File: src/rtl/rbf_pkg.sv
package rbf_pkg;

    localparam int MODE_W       = 5;
    localparam int NREG         = 16;
    localparam int ADDR_W       = $clog2(NREG);
    localparam int FIQ_FIRST    = 8;
    localparam int N_FIQ        = 7;
    localparam int SHADOW_FIRST = 13;
    localparam int N_SHADOW     = 2;
    localparam int N_EXC        = 4;
    localparam int N_SST        = 5;
    localparam int SST_IW       = $clog2(N_SST);
    localparam int EXC_IW       = $clog2(N_EXC);
    localparam int FIQ_IW       = $clog2(N_FIQ);
    localparam int SHD_IW       = $clog2(N_SHADOW);

    localparam logic [MODE_W-1:0] MODE_USR = 5'h10;
    localparam logic [MODE_W-1:0] MODE_FIQ = 5'h11;
    localparam logic [MODE_W-1:0] MODE_IRQ = 5'h12;
    localparam logic [MODE_W-1:0] MODE_SVC = 5'h13;
    localparam logic [MODE_W-1:0] MODE_ABT = 5'h17;
    localparam logic [MODE_W-1:0] MODE_UND = 5'h1B;

    typedef enum logic [2:0] {
        BK_SHARED, BK_FIQ, BK_IRQ, BK_SVC, BK_ABT, BK_UND
    } bank_e;

    typedef enum logic [1:0] {
        LOC_SHARED, LOC_FIQ, LOC_SHADOW
    } loc_e;

    typedef struct packed {
        loc_e              loc;
        logic [ADDR_W-1:0] gidx;
        logic [FIQ_IW-1:0] fidx;
        logic [EXC_IW-1:0] eidx;
        logic [SHD_IW-1:0] sidx;
    } loc_t;

    function automatic loc_t locate(input bank_e bank, input logic [ADDR_W-1:0] addr);
        loc_t r;
        r.loc  = LOC_SHARED;
        r.gidx = addr;
        r.fidx = FIQ_IW'(addr - ADDR_W'(FIQ_FIRST));
        r.sidx = SHD_IW'(addr - ADDR_W'(SHADOW_FIRST));
        case (bank)
            BK_IRQ:  r.eidx = EXC_IW'(0);
            BK_SVC:  r.eidx = EXC_IW'(1);
            BK_ABT:  r.eidx = EXC_IW'(2);
            default: r.eidx = EXC_IW'(3);
        endcase
        if (bank == BK_FIQ) begin
            if (addr >= ADDR_W'(FIQ_FIRST) && addr < ADDR_W'(FIQ_FIRST + N_FIQ))
                r.loc = LOC_FIQ;
        end else if (bank != BK_SHARED) begin
            if (addr >= ADDR_W'(SHADOW_FIRST) && addr < ADDR_W'(SHADOW_FIRST + N_SHADOW))
                r.loc = LOC_SHADOW;
        end
        return r;
    endfunction

endpackage

File: src/rtl/rbf_mode_decode.sv
module rbf_mode_decode
    import rbf_pkg::*;
(
    input  logic [MODE_W-1:0] mode,
    output bank_e             bank,
    output logic              sst_hit,
    output logic [SST_IW-1:0] sst_idx,
    output logic              privileged
);
    always_comb begin
        case (mode)
            MODE_FIQ: bank = BK_FIQ;
            MODE_IRQ: bank = BK_IRQ;
            MODE_SVC: bank = BK_SVC;
            MODE_ABT: bank = BK_ABT;
            MODE_UND: bank = BK_UND;
            default:  bank = BK_SHARED;
        endcase
    end

    always_comb begin
        sst_hit = 1'b1;
        sst_idx = '0;
        case (mode)
            5'h11:                      sst_idx = SST_IW'(0);
            5'h12:                      sst_idx = SST_IW'(1);
            5'h13:                      sst_idx = SST_IW'(2);
            5'h14, 5'h15, 5'h16, 5'h17: sst_idx = SST_IW'(3);
            5'h18, 5'h19, 5'h1A, 5'h1B: sst_idx = SST_IW'(4);
            default:                    sst_hit = 1'b0;
        endcase
    end

    assign privileged = (mode != MODE_USR);
endmodule

File: src/rtl/rbf_read_port.sv
module rbf_read_port
    import rbf_pkg::*;
#(
    parameter int XLEN = 32
) (
    input  bank_e                                    bank,
    input  logic [ADDR_W-1:0]                        addr,
    input  logic [NREG-1:0][XLEN-1:0]                gpr,
    input  logic [N_FIQ-1:0][XLEN-1:0]               fiq,
    input  logic [N_EXC-1:0][N_SHADOW-1:0][XLEN-1:0] shd,
    output logic [XLEN-1:0]                          data
);
    loc_t where;

    always_comb begin
        where = locate(bank, addr);
        case (where.loc)
            LOC_FIQ:    data = fiq[where.fidx];
            LOC_SHADOW: data = shd[where.eidx][where.sidx];
            default:    data = gpr[where.gidx];
        endcase
    end
endmodule

File: src/rtl/rbf_regfile.sv
module rbf_regfile
    import rbf_pkg::*;
#(
    parameter int XLEN = 32
) (
    input  logic              clk,
    input  logic              rst_n,
    input  logic [4:0]        mode_i,
    input  logic [3:0]        rd_a_addr,
    output logic [XLEN-1:0]   rd_a_data,
    input  logic [3:0]        rd_b_addr,
    output logic [XLEN-1:0]   rd_b_data,
    input  logic              wr_en,
    input  logic [3:0]        wr_addr,
    input  logic [XLEN-1:0]   wr_data,
    input  logic              pc_wr_en,
    input  logic [XLEN-1:0]   pc_wr_data,
    input  logic              sst_wr_en,
    input  logic [XLEN-1:0]   sst_wr_data,
    output logic [XLEN-1:0]   sst_rd_data,
    input  logic              restore_req,
    output logic [XLEN-1:0]   restore_val,
    output logic              restore_ok,
    output logic              bad_mode,
    output logic              privileged_o
);
    localparam int                NRP       = 2;
    localparam int                PC_IDX    = NREG - 1;
    localparam int                FORCE_BIT = 4;
    localparam logic [XLEN-1:0]   SST_RST   = XLEN'(1) << FORCE_BIT;

    typedef struct packed {
        logic [NREG-1:0][XLEN-1:0]                gpr;
        logic [N_FIQ-1:0][XLEN-1:0]               fiq;
        logic [N_EXC-1:0][N_SHADOW-1:0][XLEN-1:0] shd;
        logic [N_SST-1:0][XLEN-1:0]               sst;
    } state_t;

    state_t            st_d, st_q;
    bank_e             bank;
    logic              sst_hit;
    logic [SST_IW-1:0] sst_idx;
    loc_t              wloc;

    rbf_mode_decode u_dec (
        .mode       (mode_i),
        .bank       (bank),
        .sst_hit    (sst_hit),
        .sst_idx    (sst_idx),
        .privileged (privileged_o)
    );

    logic [ADDR_W-1:0] rp_addr [NRP];
    logic [XLEN-1:0]   rp_data [NRP];

    assign rp_addr[0] = rd_a_addr;
    assign rp_addr[1] = rd_b_addr;
    assign rd_a_data  = rp_data[0];
    assign rd_b_data  = rp_data[1];

    for (genvar p = 0; p < NRP; p++) begin : g_rd
        rbf_read_port #(.XLEN(XLEN)) u_rp (
            .bank (bank),
            .addr (rp_addr[p]),
            .gpr  (st_q.gpr),
            .fiq  (st_q.fiq),
            .shd  (st_q.shd),
            .data (rp_data[p])
        );
    end

    always_comb begin
        st_d = st_q;
        wloc = locate(bank, wr_addr);
        if (wr_en) begin
            case (wloc.loc)
                LOC_FIQ:    st_d.fiq[wloc.fidx]            = wr_data;
                LOC_SHADOW: st_d.shd[wloc.eidx][wloc.sidx] = wr_data;
                default:    st_d.gpr[wloc.gidx]            = wr_data;
            endcase
        end
        if (pc_wr_en)
            st_d.gpr[PC_IDX] = pc_wr_data;
        if (sst_wr_en && sst_hit)
            st_d.sst[sst_idx] = sst_wr_data;
    end

    always_ff @(posedge clk) begin
        if (!rst_n) begin
            st_q.gpr <= '0;
            st_q.fiq <= '0;
            st_q.shd <= '0;
            for (int i = 0; i < N_SST; i++)
                st_q.sst[i] <= SST_RST;
        end else begin
            st_q <= st_d;
        end
    end

    assign sst_rd_data = sst_hit ? st_q.sst[sst_idx] : '0;
    assign restore_val = sst_hit ? (st_q.sst[sst_idx] | SST_RST) : '0;
    assign restore_ok  = restore_req && sst_hit;
    assign bad_mode    = restore_req && !sst_hit;
endmodule

File: config.mk
export PLATFORM = sky130hd
export DESIGN_NAME = rbf_regfile
export DESIGN_NICKNAME = d
export VERILOG_FILES = /design/src/rtl/rbf_pkg.sv /design/src/rtl/rbf_mode_decode.sv /design/src/rtl/rbf_read_port.sv /design/src/rtl/rbf_regfile.sv
export SDC_FILE = /design/constraint.sdc
export NUM_CORES = 2
export LEC_CHECK = 0
export BUFFER_PORTS_ARGS = -buffer_cell sky130_fd_sc_hd__clkbuf_2
export CAP_MARGIN = 20
export CORE_ASPECT_RATIO = 0.5
export CORE_UTILIZATION = 45
export DETAILED_ROUTE_END_ITERATION = 10
export HOLD_SLACK_MARGIN = 0.08
export RECOVER_POWER = 25
export SLEW_MARGIN = 20
export SYNTH_ARGS = -nofsm -noshare
export SYNTH_HDL_FRONTEND = slang
export SYNTH_HIERARCHICAL = 1
export SYNTH_SLANG_ARGS = --single-unit
File: constraint.sdc
create_clock -name clk -period 10.4 [get_ports clk]
set_input_delay 1.04 -clock clk [delete_from_list [all_inputs] [get_ports clk]]
set_output_delay 1.04 -clock clk [all_outputs]
set_load 0.05 [all_outputs]
[Word-level counts from Yosys, hierarchy flattened]
Index checks and enable logic that the tools add are counted.
Word-level totals
  register bits: 1152
  output and inout port bits: 131
Cells by class
  eq/ne operators: 23
  multiplexer cells: 55
  bitwise operators: 1
  add/sub/neg operators: 6
  $lt $le $gt $ge: 25
  reductions and logical operators: 25
Operator list (number)
  $mux 992: 1
  $bwmux 512: 1
  $mux 32: 16
  $mux 512: 1
  $bmux 32 s3: 3
  $bmux 32 s4: 2
  $bwmux 256: 1
  $mux 256: 1
  $bwmux 224: 1
  $mux 224: 1
  $demux 32 s3: 2
  $bwmux 160: 1
  $bmux 64 s2: 1
  $demux 32 s4: 1
  $demux 64 s2: 1
  $mux 64: 2
  $pmux 32 s2: 2
  $eq 5x5->1 const B: 11
  $demux 32 s1: 1
  $ge 4x4->1 const B: 6
  $mux 2: 9
  $lt 3x4->1 const B: 4
  $lt 4x5->1 const B: 3
  $pmux 3 s5: 1
  other kinds (28): 62

[Longest topological paths before layout]
  depth in word-level cells: 12
  mapped depth: 15
  depth with buffers taken out: 10

[Cells and area by module]
Netlist, hierarchy kept.
Modules (own cells, without submodules)
  rbf_regfile: times used 1, cells each 4722, area each 42996.2 um^2, seq. area each 23062.1 um^2
  rbf_read_port: times used 2, cells each 913, area each 8720.9 um^2, seq. area each 0.0 um^2
  rbf_mode_decode: times used 1, cells each 17, area each 101.3 um^2, seq. area each 0.0 um^2

[Worst setup path after synthesis]
No wires, ideal clock.
  path type: input to output
  start point: input port mode_i[2]
  end point: output port rd_a_data[0]
  arrival: 4.308 ns
  stages: 14
  slack: 5.052 ns
  buffers on the path: 6
  cells stage by stage: inv_1 o2111a_1 buf_2 buf_4 clkbuf_1 and4_1 inv_1 ha_1 clkbuf_1 and2_1 clkbuf_1 clkbuf_1 a22o_1 a41oi_1
On the way
  cells in the longest elaborated chain, start to end: 9
  elaborated cells between the ends (all ways): 21
  classes of those cells: eq/ne (11); mux (9); reduce/logical (1)
Ends and longest elaborated chain
  start, declared: line rbf_regfile.sv:8  | input logic [4:0] mode_i,
  $eq 5x5->1: line rbf_mode_decode.sv:11  | case (mode)
  $pmux 3 s5 (*): line rbf_mode_decode.sv:11
  net bank[0]: line rbf_regfile.sv:40  | bank_e bank;
  $eq 3x3->1 or $eq 3x2->1 (tied branches): line rbf_pkg.sv:46  | case (bank)
  $pmux 2 s3: line rbf_pkg.sv:46
  $bmux 64 s2: line rbf_read_port.sv:19  | LOC_SHADOW: data = shd[where.eidx][where.sidx];
  $mux 64 (not written as such): line rbf_read_port.sv:19
  $mux 32 (not written as such) (2 in series): line rbf_read_port.sv:19
  $pmux 32 s2 (*): line rbf_read_port.sv:17  | case (where.loc)
  end, declared: line rbf_regfile.sv:10  | output logic [XLEN-1:0] rd_a_data,
Mark *: on every way through the listed nets, which the timed path passes. The rest lies on a longest branch. The select of a mux whose other input is x is not followed.

[Worst setup path in the final report]
  start point: input port mode_i[2]
  end point: output port rd_a_data[31]
Same word-level chain as after synthesis.

==> flow_results.xml <==
<?xml version="1.0" encoding="UTF-8"?>
<metrics>
  <group name="setup_path">
    <metric name="end_kind" unit="">primary output</metric>
    <metric name="crit_slowest_cell" unit="">sky130_fd_sc_hd__clkbuf_1</metric>
    <metric name="regToRegSetupSlack" unit="ps">9560</metric>
    <metric name="regToRegStartpoint" unit="">st_q[1129]</metric>
    <metric name="worst_ep_arrival_time" unit="ps">6610</metric>
    <metric name="critical_path_peak_fanout" unit="">99</metric>
    <metric name="cp_data_required_time" unit="ps">9360</metric>
    <metric name="setup.worst_path.class" unit="">in2out</metric>
    <metric name="rr_endpoint" unit="">st_q[1129]</metric>
    <metric name="rr_worst_depth" unit="">2</metric>
    <metric name="critical_path.cell_chain" unit="">clkbuf_1, inv_1, o2111a_4, clkbuf_1, buf_4, mux2i_1, a21oi_1, a21oi_1, a31oi_1, clkbuf_2</metric>
    <metric name="max_incr_delay_on_cp" unit="ps">2410</metric>
    <metric name="crit_path_start_kind" unit="">input pin</metric>
  </group>
  <group name="layout">
    <metric name="number_of_flip_flops_in_the_largest_register" unit="">1152</metric>
    <metric name="most-common-layout-cells" unit="">sky130_fd_sc_hd__nand2_1, sky130_fd_sc_hd__dfxtp_1, sky130_fd_sc_hd__mux2i_1</metric>
    <metric name="top_register" unit="">st_q</metric>
    <metric name="syn_to_final_growth" unit="%">8.40</metric>
    <metric name="util_after_layout" unit="%">49.6</metric>
    <metric name="layout.cells.most_common" unit="">sky130_fd_sc_hd__nand2_1</metric>
    <metric name="layout.cell_area.non_filler" unit="sq mm">0.0656</metric>
    <metric name="largestRegisters" unit="">st_q: 1152 flops</metric>
    <metric name="layoutNonFillerInstCount" unit="">8193</metric>
    <metric name="final_nets" unit="">6438</metric>
    <metric name="drive_above_1_share" unit="%">14.2</metric>
  </group>
  <group name="cts">
    <metric name="cts.sink_count" unit="">1152</metric>
    <metric name="cts-root-buf" unit="">sky130_fd_sc_hd__clkbuf_16</metric>
    <metric name="h_tree_depth_reported_by_cts" unit="">3</metric>
    <metric name="clk_transition_reported_paths" unit="ps">60</metric>
    <metric name="clkLatencyLatePin" unit="ps">730</metric>
    <metric name="cts_max_path_buffers" unit="">3</metric>
    <metric name="ctsHoldBuffers" unit="">0</metric>
    <metric name="cts_inserted_buffers" unit="">109</metric>
    <metric name="cts_tree" unit="">done</metric>
    <metric name="post_cts_buffers" unit="">0</metric>
    <metric name="cts_repair_resize_count" unit="">0</metric>
  </group>
  <group name="global_route">
    <metric name="grt_max_degree" unit="">205</metric>
    <metric name="globalRoute.totalOverflow" unit="">0</metric>
    <metric name="global_route_wire_length_before_repair" unit="um">311000</metric>
    <metric name="gr-usage-all-layers" unit="%">30.3</metric>
    <metric name="grt_pass1_vias" unit="">47600</metric>
    <metric name="initial_antenna_violation_count" unit="">10</metric>
  </group>
  <group name="floorplan">
    <metric name="die_y" unit="um">261</metric>
    <metric name="initial_utilization" unit="%">45.7</metric>
    <metric name="floorplan.core_area" unit="sq mm">0.132</metric>
    <metric name="ios" unit="">250</metric>
    <metric name="dieArea" unit="sq mm">0.136</metric>
    <metric name="core.rowCount" unit="">94</metric>
    <metric name="floorplan.die.width" unit="um">521</metric>
  </group>
  <group name="sta">
    <metric name="setup_tns" unit="ps">0</metric>
    <metric name="min_period" unit="ps">7650</metric>
    <metric name="fin_crit_sh" unit="%">73.5</metric>
    <metric name="final_max_slew_viol_count" unit="">609</metric>
    <metric name="hold-worst-slack" unit="ps">465</metric>
    <metric name="clock.fmax" unit="MHz">131</metric>
    <metric name="clock_skew" unit="ps">0</metric>
    <metric name="rsz0062_at_grt" unit="">no</metric>
    <metric name="timing.final.hold_violations" unit="">0</metric>
    <metric name="post-route-worst-setup-slack" unit="ps">2750</metric>
    <metric name="finalSetupViolations" unit="">0</metric>
    <metric name="slew-limit-headroom" unit="%">-125</metric>
    <metric name="worstMarginPinSlew" unit="ps">3370</metric>
  </group>
  <group name="placed_design">
    <metric name="dpl_worst_slack" unit="ps">4420</metric>
    <metric name="port-buffer-count" unit="">249</metric>
    <metric name="dp_cells" unit="">7980</metric>
    <metric name="placed_cell_area" unit="sq mm">0.0618</metric>
    <metric name="dp.final_hpwl" unit="um">131000</metric>
    <metric name="gpl.final_weighted_congestion" unit="">0.921</metric>
  </group>
  <group name="synthesis">
    <metric name="synth_enable_flop_cells" unit="">0</metric>
    <metric name="synth_largest_type_area_fraction" unit="%">38.1</metric>
    <metric name="netlist_top_cells_area" unit="">sky130_fd_sc_hd__dfxtp_1, sky130_fd_sc_hd__mux2i_1, sky130_fd_sc_hd__mux4_2</metric>
    <metric name="synth_top_cell_by_area" unit="">sky130_fd_sc_hd__dfxtp_1</metric>
    <metric name="syn_area" unit="sq mm">0.0605</metric>
    <metric name="synth_area_per_cell" unit="sq um">9.22</metric>
    <metric name="yosys_warnings" unit="">6</metric>
    <metric name="synthesis.instances" unit="">6565</metric>
    <metric name="synth-seq-cells" unit="">1152</metric>
    <metric name="synth_fp_nets" unit="">6688</metric>
    <metric name="yosysUniqueCellTypes" unit="">64</metric>
    <metric name="synth_seq_area_share" unit="%">38.1</metric>
    <metric name="synth_top_flop_cell" unit="">sky130_fd_sc_hd__dfxtp_1</metric>
    <metric name="asyncSetResetFlopFracSynth" unit="%">0</metric>
  </group>
  <group name="routing">
    <metric name="avgViaCountPerCell" unit="">6.20</metric>
    <metric name="drt_drc_violations_left" unit="">0</metric>
    <metric name="average_routed_wire_per_standard_cell" unit="um">26.1</metric>
    <metric name="remaining_number_of_nets_flagged_by_the_antenna_check_after_routing" unit="">0</metric>
    <metric name="route.vias.total" unit="">50800</metric>
    <metric name="totalWireLength" unit="um">214000</metric>
    <metric name="initialDrtViolationCount" unit="">5876</metric>
    <metric name="firstDrtPassIters" unit="">6</metric>
  </group>
  <group name="pwr">
    <metric name="flop_pwr_share" unit="%">45.3</metric>
    <metric name="p_total" unit="mW">9.89</metric>
    <metric name="switching_share" unit="%">26.5</metric>
    <metric name="power_report.internal_total" unit="mW">7.27</metric>
    <metric name="power.clock.fraction" unit="%">44.9</metric>
    <metric name="static-leakage-power" unit="nW">23.1</metric>
    <metric name="power_frac_comb" unit="%">9.8</metric>
    <metric name="netSwitchingPower" unit="mW">2.62</metric>
    <metric name="irDropWorstVdd" unit="uV">109</metric>
    <metric name="power_density" unit="mW/mm^2">151</metric>
  </group>
  <group name="run_status">
    <metric name="failed_checks" unit="">capacitance limit, slew limit</metric>
    <metric name="result_of_the_run" unit="">finished, violations left</metric>
  </group>
  <group name="hold_path">
    <metric name="min_delay_path_depth" unit="">2</metric>
    <metric name="min_from" unit="">st_q[28]</metric>
    <metric name="holdPathEnd" unit="">st_q[28]</metric>
    <metric name="worst_hold_path_type" unit="">reg2reg</metric>
  </group>
  <group name="flow_run">
    <metric name="drv_cap" unit="">16</metric>
  </group>
</metrics>
[routing by layer]
metal	GRT usage, %	share of wire (%)	wire length (um)
met1	42.2	43	92200
met2	46.2	44	93100
met3	7.73	11	22700
met4	9.15	2.8	5900
met5	0	0.013	28
[cell families after synthesis]
kind of cell	after synthesis	synth area share, %
simple gates	1925	13.2
fa+ha+maj	4	0.0827
flops	1152	38.1
compound gates	1408	15.4
xor+xnor	5	0.0723
mux	1325	27.3
buf+inv	746	5.85
[power by group through the flow]
| stage | clock network (mW) | registers, mW | logic [mW] |
|---|---|---|---|
| 5_1_grt | 4.68 | 4.49 | 1.00 |
| 6_report | 4.44 | 4.49 | 0.967 |
| 3_5_place_dp | 0 | 4.58 | 0.943 |
| 3_3_place_gp | 0 | 4.58 | 0.931 |
| 2_1_floorplan | 0 | 4.57 | 0.637 |
| 4_1_cts | 4.49 | 4.48 | 0.945 |
[how the worst max path moves through the flow]
stage	startpoint	to	slack (ps)	cells past startpoint
3_3_place_gp	mode_i[3]	rd_b_data[10]	4240	13
2_1_floorplan	mode_i[2]	rd_a_data[0]	5050	14
6_report	mode_i[2]	rd_a_data[31]	2750	10
5_1_grt	mode_i[2]	rd_b_data[7]	2430	10
4_1_cts	mode_i[3]	rd_a_data[31]	4440	11
3_5_place_dp	mode_i[3]	rd_a_data[31]	4420	11
[worst max-delay path, delay by kind of cell]
family / cells / cell delay, ps
buffers and inverters: 5 / 4210
multiplexers: 1 / 170
AO/OA/AOI/OAI: 4 / 1140
[final cells by class]
type | count | area (sq um)
diodes | 8 | 20.0
clock buffers | 159 | 3300
repair buffers | 356 | 2100
inverters | 29 | 109
well taps | 1776 | 2220
fillers | 12200 | 66800
flip-flops and latches | 1152 | 23100
multi-input cells | 4667 | 34200
clock inverters | 46 | 648
[synth_stat cells, types with 5 or more instances]
cell / instances
sky130_fd_sc_hd__nand2_1: 1536
sky130_fd_sc_hd__dfxtp_1: 1152
sky130_fd_sc_hd__mux2i_1: 1003
sky130_fd_sc_hd__a21boi_0: 442
sky130_fd_sc_hd__clkbuf_1: 419
sky130_fd_sc_hd__o21ai_0: 349
sky130_fd_sc_hd__mux4_2: 256
sky130_fd_sc_hd__a21oi_1: 176
sky130_fd_sc_hd__nand3_1: 175
sky130_fd_sc_hd__buf_2: 147
sky130_fd_sc_hd__buf_4: 92
sky130_fd_sc_hd__a31oi_1: 78
sky130_fd_sc_hd__mux2_2: 66
sky130_fd_sc_hd__o22ai_1: 64
sky130_fd_sc_hd__a22o_1: 62
sky130_fd_sc_hd__o211ai_1: 62
sky130_fd_sc_hd__o2bb2ai_1: 62
sky130_fd_sc_hd__nand2b_1: 59
sky130_fd_sc_hd__nor2_1: 50
sky130_fd_sc_hd__a22oi_1: 33
sky130_fd_sc_hd__buf_1: 31
sky130_fd_sc_hd__buf_6: 28
sky130_fd_sc_hd__inv_1: 26
sky130_fd_sc_hd__nor2b_1: 25
sky130_fd_sc_hd__or3_1: 18
sky130_fd_sc_hd__a211oi_1: 16
sky130_fd_sc_hd__o311a_1: 16
sky130_fd_sc_hd__o21ai_1: 15
sky130_fd_sc_hd__a41oi_1: 12
sky130_fd_sc_hd__or4_1: 6
sky130_fd_sc_hd__and3_1: 5
sky130_fd_sc_hd__nand3b_1: 5
Power figures use the tool's default switching activity.
